==> src/rtl/slot_pkg.sv <==
package slot_pkg;
  typedef enum logic {PH_A = 1'b0, PH_B = 1'b1} slot_phase_e;

  function automatic slot_phase_e flip_phase(slot_phase_e p);
    return (p == PH_A) ? PH_B : PH_A;
  endfunction
endpackage

==> src/rtl/slot_table.sv <==
module slot_table #(
  parameter int unsigned NUM_CORES = 16,
  parameter int unsigned IDW = $clog2(NUM_CORES),
  localparam int unsigned PW = 2 * IDW
) (
  input  logic                     clk,
  input  logic                     rst_n,
  input  logic                     wr_valid,
  input  logic [IDW-1:0]           wr_core,
  input  logic                     wr_xor,
  input  logic [PW-1:0]            wr_data,
  input  logic                     commit,
  output logic [NUM_CORES*PW-1:0]  live_flat
);
  function automatic logic [PW-1:0] merge_pair(logic [PW-1:0] old_v,
                                               logic [PW-1:0] data,
                                               logic          use_xor);
    return use_xor ? (old_v ^ data) : data;
  endfunction

  for (genvar g = 0; g < NUM_CORES; g++) begin : g_slot
    localparam logic [IDW-1:0] SELF = IDW'(g);
    logic [PW-1:0] shadow_q, live_q, shadow_nx;
    logic          own_write;

    assign own_write = wr_valid && (wr_core == SELF);
    assign shadow_nx = own_write ? merge_pair(shadow_q, wr_data, wr_xor) : shadow_q;

    always_ff @(posedge clk or negedge rst_n) begin
      if (!rst_n) begin
        shadow_q <= {SELF, SELF};
        live_q   <= {SELF, SELF};
      end else begin
        shadow_q <= shadow_nx;
        if (commit) live_q <= shadow_nx;
      end
    end

    assign live_flat[g*PW +: PW] = live_q;
  end
endmodule

==> src/rtl/slot_counter.sv <==
module slot_counter #(
  parameter int unsigned NUM_CORES = 16,
  parameter int unsigned IDW = $clog2(NUM_CORES)
) (
  input  logic                 clk,
  input  logic                 rst_n,
  input  logic                 len_auto,
  input  logic [IDW-1:0]       cfg_top,
  input  logic [NUM_CORES-1:0] active_mask,
  output logic [IDW-1:0]       slot_idx,
  output logic                 phase,
  output logic                 reload_evt,
  output logic [IDW-1:0]       reload_val
);
  import slot_pkg::*;

  localparam logic [IDW-1:0] TOP_DEFAULT = IDW'(NUM_CORES - 1);

  function automatic logic [IDW-1:0] highest_active(logic [NUM_CORES-1:0] m);
    logic [IDW-1:0] r;
    logic           found;
    r = TOP_DEFAULT;
    found = 1'b0;
    for (int i = NUM_CORES - 1; i >= 0; i--) begin
      if (!found && m[i]) begin
        r = IDW'(i);
        found = 1'b1;
      end
    end
    return r;
  endfunction

  logic [IDW-1:0] cnt_q;
  slot_phase_e    ph_q;

  assign reload_evt = (cnt_q == '0);
  assign reload_val = len_auto ? highest_active(active_mask) : cfg_top;

  always_ff @(posedge clk or negedge rst_n) begin
    if (!rst_n) begin
      cnt_q <= TOP_DEFAULT;
      ph_q  <= PH_A;
    end else if (reload_evt) begin
      cnt_q <= reload_val;
      ph_q  <= flip_phase(ph_q);
    end else begin
      cnt_q <= cnt_q - 1'b1;
    end
  end

  assign slot_idx = cnt_q;
  assign phase    = ph_q;
endmodule

==> src/rtl/slot_grant_mux.sv <==
module slot_grant_mux #(
  parameter int unsigned NUM_CORES = 16,
  parameter int unsigned IDW = $clog2(NUM_CORES),
  localparam int unsigned PW = 2 * IDW
) (
  input  logic [NUM_CORES*PW-1:0] live_flat,
  input  logic [IDW-1:0]          slot_idx,
  input  logic                    phase,
  output logic [IDW-1:0]          grant_id,
  output logic [NUM_CORES-1:0]    grant_vec
);
  logic [PW-1:0] pair;

  assign pair      = live_flat[slot_idx*PW +: PW];
  assign grant_id  = phase ? pair[PW-1:IDW] : pair[IDW-1:0];
  assign grant_vec = NUM_CORES'(1) << grant_id;
endmodule

==> src/rtl/slot_scanner.sv <==
module slot_scanner #(
  parameter int unsigned NUM_CORES = 16,
  parameter int unsigned IDW = $clog2(NUM_CORES)
) (
  input  logic                 clk,
  input  logic                 rst_n,
  input  logic                 wr_valid,
  input  logic [IDW-1:0]       wr_core,
  input  logic                 wr_xor,
  input  logic [2*IDW-1:0]     wr_data,
  input  logic                 len_auto,
  input  logic [IDW-1:0]       cfg_top,
  input  logic [NUM_CORES-1:0] active_mask,
  output logic [IDW-1:0]       slot_idx,
  output logic                 scan_phase,
  output logic [IDW-1:0]       grant_id,
  output logic [NUM_CORES-1:0] grant_vec
);
  localparam int unsigned PW = 2 * IDW;

  logic                    reload_evt;
  logic [IDW-1:0]          reload_val;
  logic [NUM_CORES*PW-1:0] live_flat;

  slot_counter #(.NUM_CORES(NUM_CORES), .IDW(IDW)) u_counter (
    .clk(clk), .rst_n(rst_n), .len_auto(len_auto), .cfg_top(cfg_top),
    .active_mask(active_mask), .slot_idx(slot_idx), .phase(scan_phase),
    .reload_evt(reload_evt), .reload_val(reload_val)
  );

  slot_table #(.NUM_CORES(NUM_CORES), .IDW(IDW)) u_table (
    .clk(clk), .rst_n(rst_n), .wr_valid(wr_valid), .wr_core(wr_core),
    .wr_xor(wr_xor), .wr_data(wr_data), .commit(reload_evt),
    .live_flat(live_flat)
  );

  slot_grant_mux #(.NUM_CORES(NUM_CORES), .IDW(IDW)) u_mux (
    .live_flat(live_flat), .slot_idx(slot_idx), .phase(scan_phase),
    .grant_id(grant_id), .grant_vec(grant_vec)
  );
endmodule

==> config.mk <==
export PLATFORM = sky130hd
export DESIGN_NAME = slot_scanner
export DESIGN_NICKNAME = d
export VERILOG_FILES = /design/src/rtl/slot_pkg.sv /design/src/rtl/slot_table.sv /design/src/rtl/slot_counter.sv /design/src/rtl/slot_grant_mux.sv /design/src/rtl/slot_scanner.sv
export SDC_FILE = /design/constraint.sdc
export NUM_CORES = 1
export LEC_CHECK = 0
export BUFFER_PORTS_ARGS = -buffer_cell sky130_fd_sc_hd__buf_4
export CAP_MARGIN = 30
export CORE_MARGIN = 1.5
export CORE_UTILIZATION = 40
export CTS_CLUSTER_DIAMETER = 50
export CTS_CLUSTER_SIZE = 8
export DETAILED_ROUTE_END_ITERATION = 8
export PLACE_DENSITY = 0.57
export SYNTH_ARGS = -nofsm -noshare
export SYNTH_HDL_FRONTEND = slang
export SYNTH_SLANG_ARGS = --single-unit
export TNS_END_PERCENT = 5
==> constraint.sdc <==
create_clock -name clk -period 4.3 [get_ports clk]
set_input_delay 0.43 -clock clk [delete_from_list [all_inputs] [get_ports clk]]
set_output_delay 0.43 -clock clk [all_outputs]
set_load 0.02 [all_outputs]
-- Yosys cells after proc, flatten, opt, wreduce, memory -nomap -nowiden
Cells that the tools add are included.
- register bits: 261
- bits in latches: 0
- memory bits (writable): 0
- ROM bits: 0
- input port bits: 37
- output and inout bits: 25
- memories kept: 0
- add/subtract/negate cells: 1
- multiply operators: 0
- div/mod/pow operators: 0
- order comparisons: 0
- eq/ne operators: 15
- shift operators: 2
- multiplexer cells: 66
- bitwise operators: 16
- reductions and logical operators: 48
- operators with widths (kind ; count):
    $mux 8 ; 32
    $shiftx 128x8->8 ; 1
    $xor 8x8->8 ; 16
    $mux 4 ; 17
    $eq 4x4->1 const B ; 8
    $logic_and 1x1->1 ; 31
    $mux 1 ; 17
    $eq 4x3->1 const B ; 4
    $shl 1x4->16 const A ; 1
    $logic_not 1->1 ; 15
    $eq 4x2->1 const B ; 2
    $logic_not 4->1 ; 2
    $eq 4x1->1 const B ; 1
    $sub 4x1->4 const B ; 1

-- Longest topological paths before layout
Gate-level depths: netlist of the first run.
- depth after elaboration: 48
- mapped depth: 9
- mapped depth without buffers: 6

-- Hierarchy
From an unflattened synthesis of the first run, not the netlist that was laid out.
- cells, all modules: 1183
- area total of the unflattened synthesis: 13599.3 um^2
- modules (own cells, without submodules) (module ; instances ; cells an instance ; area an instance (um^2) ; sequential area each (um^2)):
    slot_table ; 1 ; 1049 ; 11931.4 ; 6566.3
    slot_grant_mux ; 1 ; 75 ; 1177.4 ; 0.0
    slot_counter ; 1 ; 59 ; 490.5 ; 130.1

-- Worst setup path after synthesis of the first run
OpenSTA, ideal clock, no wires.
- path type: reg2out
- start point: register u_counter.cnt_q[2] (netlist: u_counter.slot_idx[2])
- end point: output grant_vec[0]
- arrival: 2880 ps
- path slack: 990 ps
- cell stages (with the launch flop): 8
- path buffers: 2
- cell sequence: dfstp_2 -> clkbuf_1 -> clkbuf_1 -> mux4_2 -> mux4_2 -> mux2_2 -> or2_1 -> nor2_1
- cells in the longest elaborated chain, start to end: 3
- RTL lines (item ; RTL line ; RTL):
    start: declaration ; slot_counter.sv:33 ; logic [IDW-1:0] cnt_q;
    start signal: assignment ; slot_counter.sv:44 ; cnt_q <= reload_val;
    start signal: assignment ; slot_counter.sv:47 ; cnt_q <= cnt_q - 1'b1;
    $shiftx 128x8->8 ; slot_grant_mux.sv:14 ; assign pair = live_flat[slot_idx*PW +: PW];
    $mux 4 ; slot_grant_mux.sv:15 ; assign grant_id = phase ? pair[PW-1:IDW] : pair[IDW-1:0];
    net grant_id[2] ; slot_scanner.sv:16 ; output logic [IDW-1:0] grant_id,
    $shl 1x4->16 ; slot_grant_mux.sv:16 ; assign grant_vec = NUM_CORES'(1) << grant_id;
    end: declaration ; slot_scanner.sv:17 ; output logic [NUM_CORES-1:0] grant_vec
The timed path passes the listed nets, and every way through them passes these cells.

-- Worst setup path in the final report of the first run
- start point: register u_counter.cnt_q[1] (netlist: u_counter.slot_idx[1])
- end point: output grant_vec[9]
- cells in the longest elaborated chain, start to end: 3
- RTL lines (item ; RTL line):
    $shiftx 128x8->8 ; slot_grant_mux.sv:14
    $mux 4 ; slot_grant_mux.sv:15
    $shl 1x4->16 ; slot_grant_mux.sv:16
Every way passes these cells.

==> results of run 1 <==
[report_power, final]
group	switching, W	total, W	internal, W
Sequential	0.000681	0.00399	0.00331
Clock	0.00109	0.00287	0.00178
Combinational	0.00156	0.00327	0.00171
Total	0.00333	0.0101	0.00680
[synth_stat cells (4+ instances only)]
library cell  number
a21oi_1           55
a22o_1            80
and2_1             8
buf_1             17
buf_6              4
clkbuf_1          68
dfrtp_1          129
dfstp_2          132
inv_1              9
mux2_2            84
mux2i_1           81
mux4_2            40
nand2_1          138
nand2b_1          16
nand3_1           53
nor2_1            84
nor3_1             7
o21ai_0           50
o31ai_1           49
or3_1              9
[critical path, delay by kind of cell (launching register included)]
kind,cells,cell delay (ps)
simple gates,2,410
flops,1,850
mux,3,1420
buf+inv,2,410
[final timing paths]
path	slack (ps)	end
setup / recovery	240	grant_vec[9]
hold / removal	170	u_counter.slot_idx[0]
setup reg to reg	1720	u_table.g_slot[12].live_q[5]
hold reg to reg	480	u_table.g_slot[5].live_q[6]
max in group asynchronous	2660	u_table.g_slot[14].live_q[0]
min in group asynchronous	500	u_table.g_slot[5].shadow_q[5]
[logic make-up after synthesis]
| logic type | synth area share |
|---|---|
| adder cells (fa/ha/maj) | 0.000969 |
| buffers and inverters | 0.0308 |
| multiplexers | 0.206 |
| XOR/XNOR | 0.000678 |
| flip-flops | 0.519 |
| AO/OA/AOI/OAI | 0.131 |
| AND/OR/NAND/NOR | 0.112 |
[stage by stage]
step / cell area (um2) / util / std cells
floorplan: 12900 / - / 1143
global placement: 13700 / 0.432 / 1530
detailed placement: 13700 / 0.433 / 1535
CTS: 14900 / 0.470 / 1606
global route: 14900 / 0.471 / 1608
finish: 14900 / 0.471 / 1608
[sequential cells by signal (all words and copies together), names as in the netlist]
| signal | flops |
|---|---|
| u_table.g_slot.live_q | 128 |
| u_table.g_slot.shadow_q | 128 |
| u_counter.slot_idx | 4 |
| u_counter.phase | 1 |
[area by class of cell]
cell class,count,share of cell area
well taps,402,0.0338
clock inverters,2,0.00168
multi-input cells,784,0.392
clock buffers,68,0.0763
flip-flops and latches,261,0.450
repair buffers,82,0.0444
inverters,9,0.00227
[routing by layer]
| metal | track usage | up-vias | wire length [um] |
|---|---|---|---|
| met2 | 0.339 | 235 | 16300 |
| met5 | 0 | - | 0 |
| met3 | 0.0433 | 44 | 2120 |
| met4 | 0.0536 | 0 | 684 |
| met1 | 0.346 | 4783 | 18100 |
| li1 | - | 4267 | - |
[timing repair]
action                                  CTS  global route
endpoints found under the setup margin    0             0
hold buffers                              1             0
gates resized for setup                   0             0
endpoints found under the hold margin    30             0
==> results.cfg, run 1 <==
[worst_setup_path]
cp.arrival_ps = 3630
r2r-start = u_counter.slot_idx[2]
reg2reg_depth = 5
cp_slowest_cell = dfstp_2
cp.required_ps = 3870
critPathCaptureType = output pin
cp-start-kind = register
slowest_delay_ps = 850
cpMostUsedCell = mux4_2
crit_chain = buf_12 > mux4_2 > mux4_2 > mux2_2 > or2_1 > nor2_1 > buf_4
startpoint = u_counter.slot_idx[1]
crit_fanout = 20
crit_type = reg -> out

[yosys]
synth_top_area_frac = 0.269
synth_edf_count = 0
ys_top_cells_by_area = dfstp_2 27%, dfrtp_1 25%, mux2_2 7.3%
synth_flop_cell = dfstp_2
synth_area_per_cell_um2 = 11.3
synth_fp_nets = 1181
seq_area_frac_synth = 0.519
ys_types = 41
syn_area_mm2 = 0.0129
ys_ff_latch = 261
yosys.area.top_type = dfstp_2
netlist_instances = 1143
yosys_warnings = 0
async_reset_ff_frac = 1.00

[clocking]
cts_sinks = 261
postCtsSetupRepairBufs = 0
clk_latency_ps = 510
htree_levels = 2
clk_pin_slew_worst_paths_ps = 50
cts_tree = yes
cts.path.max_buffers = 3
numCtsBuffers = 39
root_buffer = clkbuf_16

[hold_path]
hp-class = in -> reg
worstHoldStart = len_auto
hold_depth = 3

[routing]
via_per_inst = 5.80
drc_errors = 0
final_antenna_net_count = 0
postRouteWirelength_um = 37200
avgRoutedWirePerCell_um = 23.2
vias = 9329
first_pass_iters = 5
drtIter0Drc = 805

[global_route]
grt_overflow_total = 0
antenna_found_initial = 0
grt_usage = 0.229
first_global_vias = 9145
grt_pass1_wl_um = 57400
grt_max_degree = 130

[power]
leakagePower_nw = 5.81
totalPowerFinal_w = 0.0101
ir_drop_mv = 0.329
p_per_area_mw_per_mm2 = 680

[timing]
timing.final.hold_violations = 0
holdWs_ps = 171
period_share = 0.944
rsz0062_at_grt = no
setup-tns-final_ps = 0
tightest_slew_ps = 928
maxSlewHeadroom = 0.378
finalWorstSetupSlack_ps = 240
slew_viol_final = 0
setup_viol = 0
skew_ps = 19.6
clock.fmax_mhz = 246
post-route-min-period_ps = 4060

[die]
initial_core_util = 0.408
num_rows = 65
die_height_um = 183
ioPinCount = 62
core_mm2 = 0.0316
die_w_um = 183
die_area_mm2 = 0.0334

[run_status]
status = finished clean

[placement]
gp_congestion = 0.830
dp_slack_ps = 734
portBuffers = 61
dpl.hpwl_um = 24400

[cells_and_area]
final_cell_mix = 138 x nand2_1, 132 x dfstp_2, 129 x dfrtp_1, 84 x mux2_2, 84 x nor2_1
n_antenna_cell = 0
nNetsFinal = 1215
multi_input_area_mm2 = 0.00584
fill_cells = 2827
synthToLayoutAreaGrowth_pct = 15.4
drive_gt1_frac = 0.320
final_common_cell = nand2_1
seq_area_mm2 = 0.00670

[flow_run]
drv_cap = 0
Note: power is estimated with default switching activity, not from simulation.
==> inputs of run 2 (changes only) <==
--- a/config.mk
+++ b/config.mk
@@ -5,6 +5,7 @@
 export SDC_FILE = /design/constraint.sdc
 export NUM_CORES = 1
 export LEC_CHECK = 0
+export ABC_AREA = 1
 export BUFFER_PORTS_ARGS = -buffer_cell sky130_fd_sc_hd__buf_4
 export CAP_MARGIN = 30
 export CORE_MARGIN = 1.5
==> run 2 against run 1 <==
  * Sequential share of layout area grew 1.5 points
  * The run now ends with hold timing left
  * Highest routed layer unchanged
  * Flip-flop and latch count unchanged
  * Cell count increased by 20%
  * Via count is 4.0% higher
  * Largest power group unchanged
  * Critical endpoint is now grant_vec[15]
  * Largest cell class unchanged
  * Area after synthesis decreased by 3.4%
==> results.cfg, run 2 <==
[die]
num_rows = 64
die_w_um = 180
ioPinCount = 62
core_mm2 = 0.0307
initial_core_util = 0.407
die_height_um = 180
die_area_mm2 = 0.0322

[worst_setup_path]
cp-start-kind = register
cp.required_ps = 3870
crit_type = reg -> out
cp.arrival_ps = 3070
slowest_delay_ps = 560
cp_slowest_cell = dfstp_2
critPathCaptureType = output pin
crit_family = compound AO/OA/AOI/OAI gates
cpMostUsedCell = nand2_1
crit_chain = buf_4 > o21ai_0 > o22ai_1 > o21ai_1 > nand2_1 > nand2_1 > o21ai_4 > inv_2 > nor2_2 > nand2_1 > nor2_1 > buf_4
cp_num_buf_inv = 3
crit_fanout = 42

[placement]
dpl-instance-area_mm2 = 0.0132
dpl.hpwl_um = 20600
dp_slack_ps = 1380
portBuffers = 61
gp_congestion = 0.833

[timing]
post-route-min-period_ps = 3500
maxSlewHeadroom = 0.411
holdWs_ps = -39.9
slew_viol_final = 0
rsz0062_at_grt = no
tightest_slew_ps = 883
setup_viol = 0
clock.fmax_mhz = 286
skew_ps = 16.7
setup-tns-final_ps = 0
finalWorstSetupSlack_ps = 802
timing.final.hold_violations = 14
period_share = 0.813

[global_route]
grt_pass1_wl_um = 54600
grt_overflow_total = 0
antenna_found_initial = 0
grt_usage = 0.213
grt_max_degree = 105
first_global_vias = 9434

[yosys]
syn_area_mm2 = 0.0125
seq_area_frac_synth = 0.537
synth_edf_count = 0
synth_fp_nets = 1498
synth_top_area_frac = 0.278
ys_top_cells_by_count = 592 x nand2_1, 132 x dfstp_2, 129 x dfrtp_1, 106 x xor2_1, 97 x o21ai_0
synth_flop_cell = dfstp_2
yosysMostFrequentCell = nand2_1
ys_top_cells_by_area = dfstp_2 28%, dfrtp_1 26%, nand2_1 18%
netlist_instances = 1460
ys_ff_latch = 261
ys_types = 33
synth_area_per_cell_um2 = 8.54
async_reset_ff_frac = 1.00
yosys.area.top_type = dfstp_2
yosys_warnings = 0

[power]
switching_power_w = 0.00415
p_int_w = 0.00696
p_per_area_mw_per_mm2 = 771
ir_drop_mv = 0.327
pwr-share-clk = 0.263
switching_share = 0.374
leakagePower_nw = 6.31
seqPwrFrac = 0.378
combPwrFrac = 0.359

[clocking]
cts_sinks = 261
postCtsSetupRepairBufs = 0
clk_pin_slew_worst_paths_ps = 50
clk_latency_ps = 510
cts_tree = yes
root_buffer = clkbuf_16
ctsHoldBuffers = 0
cts_resized = 0
cts.path.max_buffers = 3
htree_levels = 2
numCtsBuffers = 40

[cells_and_area]
final_util = 0.470
final_common_cell = nand2_1
final_cell_mix = 592 x nand2_1, 132 x dfstp_2, 129 x dfrtp_1, 106 x xor2_1, 97 x o21ai_0
nNetsFinal = 1547
design_area_mm2 = 0.0144
drive_gt1_frac = 0.189
synthToLayoutAreaGrowth_pct = 15.5
n_antenna_cell = 0

[run_status]
status = finished, violations left
failed_checks = hold timing

[routing]
drtIter0Drc = 701
vias = 9698
avgRoutedWirePerCell_um = 17.5
first_pass_iters = 5
via_per_inst = 5.01
postRouteWirelength_um = 33800
final_antenna_net_count = 0
drc_errors = 0

[hold_path]
hp-class = in -> async

[flow_run]
drv_cap = 0
## run 2: changes by cell type in the layout (fill, tap and decap cells not counted), sizes merged, moves of 49 or more
cell | before | now
nand2 | 138 | 593
xor2 | 0 | 106
mux2 | 84 | 0
mux2i | 81 | 0
a22o | 80 | 0
o21ai | 50 | 119
inv | 10 | 77
o31ai | 49 | 0
## run 2: cell families (layout without fill, tap and decap cells)
logic type	Yosys count	in the layout	share of synthesized area
adders and majority gates	1	1	0.00100
and+or+nand+nor	731	731	0.229
AOI/OAI and AO/OA	194	194	0.0901
DFF	261	261	0.537
buffers and inverters	142	221	0.0507
xor gates and xnor gates	131	131	0.0920
## run 2: worst paths after layout
kind / depth (start not counted) / slack [ps] / to / startpoint
max: 12 / 800 / grant_vec[15] / u_counter.slot_idx[0]
min: 1 / -40 / u_table.g_slot[7].live_q[7] / rst_n
max reg2reg: 7 / 1450 / u_table.g_slot[1].live_q[1] / u_counter.slot_idx[1]
min reg2reg: 2 / 460 / u_table.g_slot[3].live_q[0] / u_table.g_slot[3].live_q[0]
max in group asynchronous: 2 / 3190 / u_table.g_slot[10].shadow_q[2] / rst_n
min in group clk: 3 / 240 / u_counter.slot_idx[2] / cfg_top[2]
## run 2: final cells by class
class                   instances  area, um2
flip-flops and latches        261       6700
multi-input cells            1057       5160
well taps                     396        495
clock inverters                 4       47.5
fillers                      2947      16300
repair buffers                 72        573
clock buffers                  68       1140
inverters                      77        302
## run 2: layer usage
metal / part of all wire / global-route usage / vias up
met5: 0 / 0 / -
met2: 0.44 / 0.320 / 253
met3: 0.052 / 0.0342 / 51
li1: - / - / 4680
met4: 0.018 / 0.0540 / 0
met1: 0.49 / 0.321 / 4714
## run 2: power groups by stage
stage / clock network [W] / registers (W) / logic [W]
finish: 0.00292 / 0.00420 / 0.00399
global route: 0.00308 / 0.00430 / 0.00444
CTS: 0.00298 / 0.00420 / 0.00400
detailed placement: 0 / 0.00422 / 0.00397
global placement: 0 / 0.00421 / 0.00393
floorplan: 0 / 0.00410 / 0.00291
## run 2: worst reg2reg max path, cell delays in order, from the launching register on
cell     delay (ps)
dfstp_2         600
inv_4           270
ha_1            360
nand3_4         120
buf_4           530
buf_4           640
nand2_1         180
nand2_1         100
## run 2: stage by stage
| stage | cells | hold WS, ps | power (W) |
|---|---|---|---|
| floorplan | 1460 | 134 | 0.00701 |
| global placement | 1863 | 455 | 0.00814 |
| detailed placement | 1863 | 456 | 0.00819 |
| CTS | 1935 | 4.72 | 0.0112 |
| global route | 1935 | 32.8 | 0.0118 |
| finish | 1935 | -39.9 | 0.0111 |
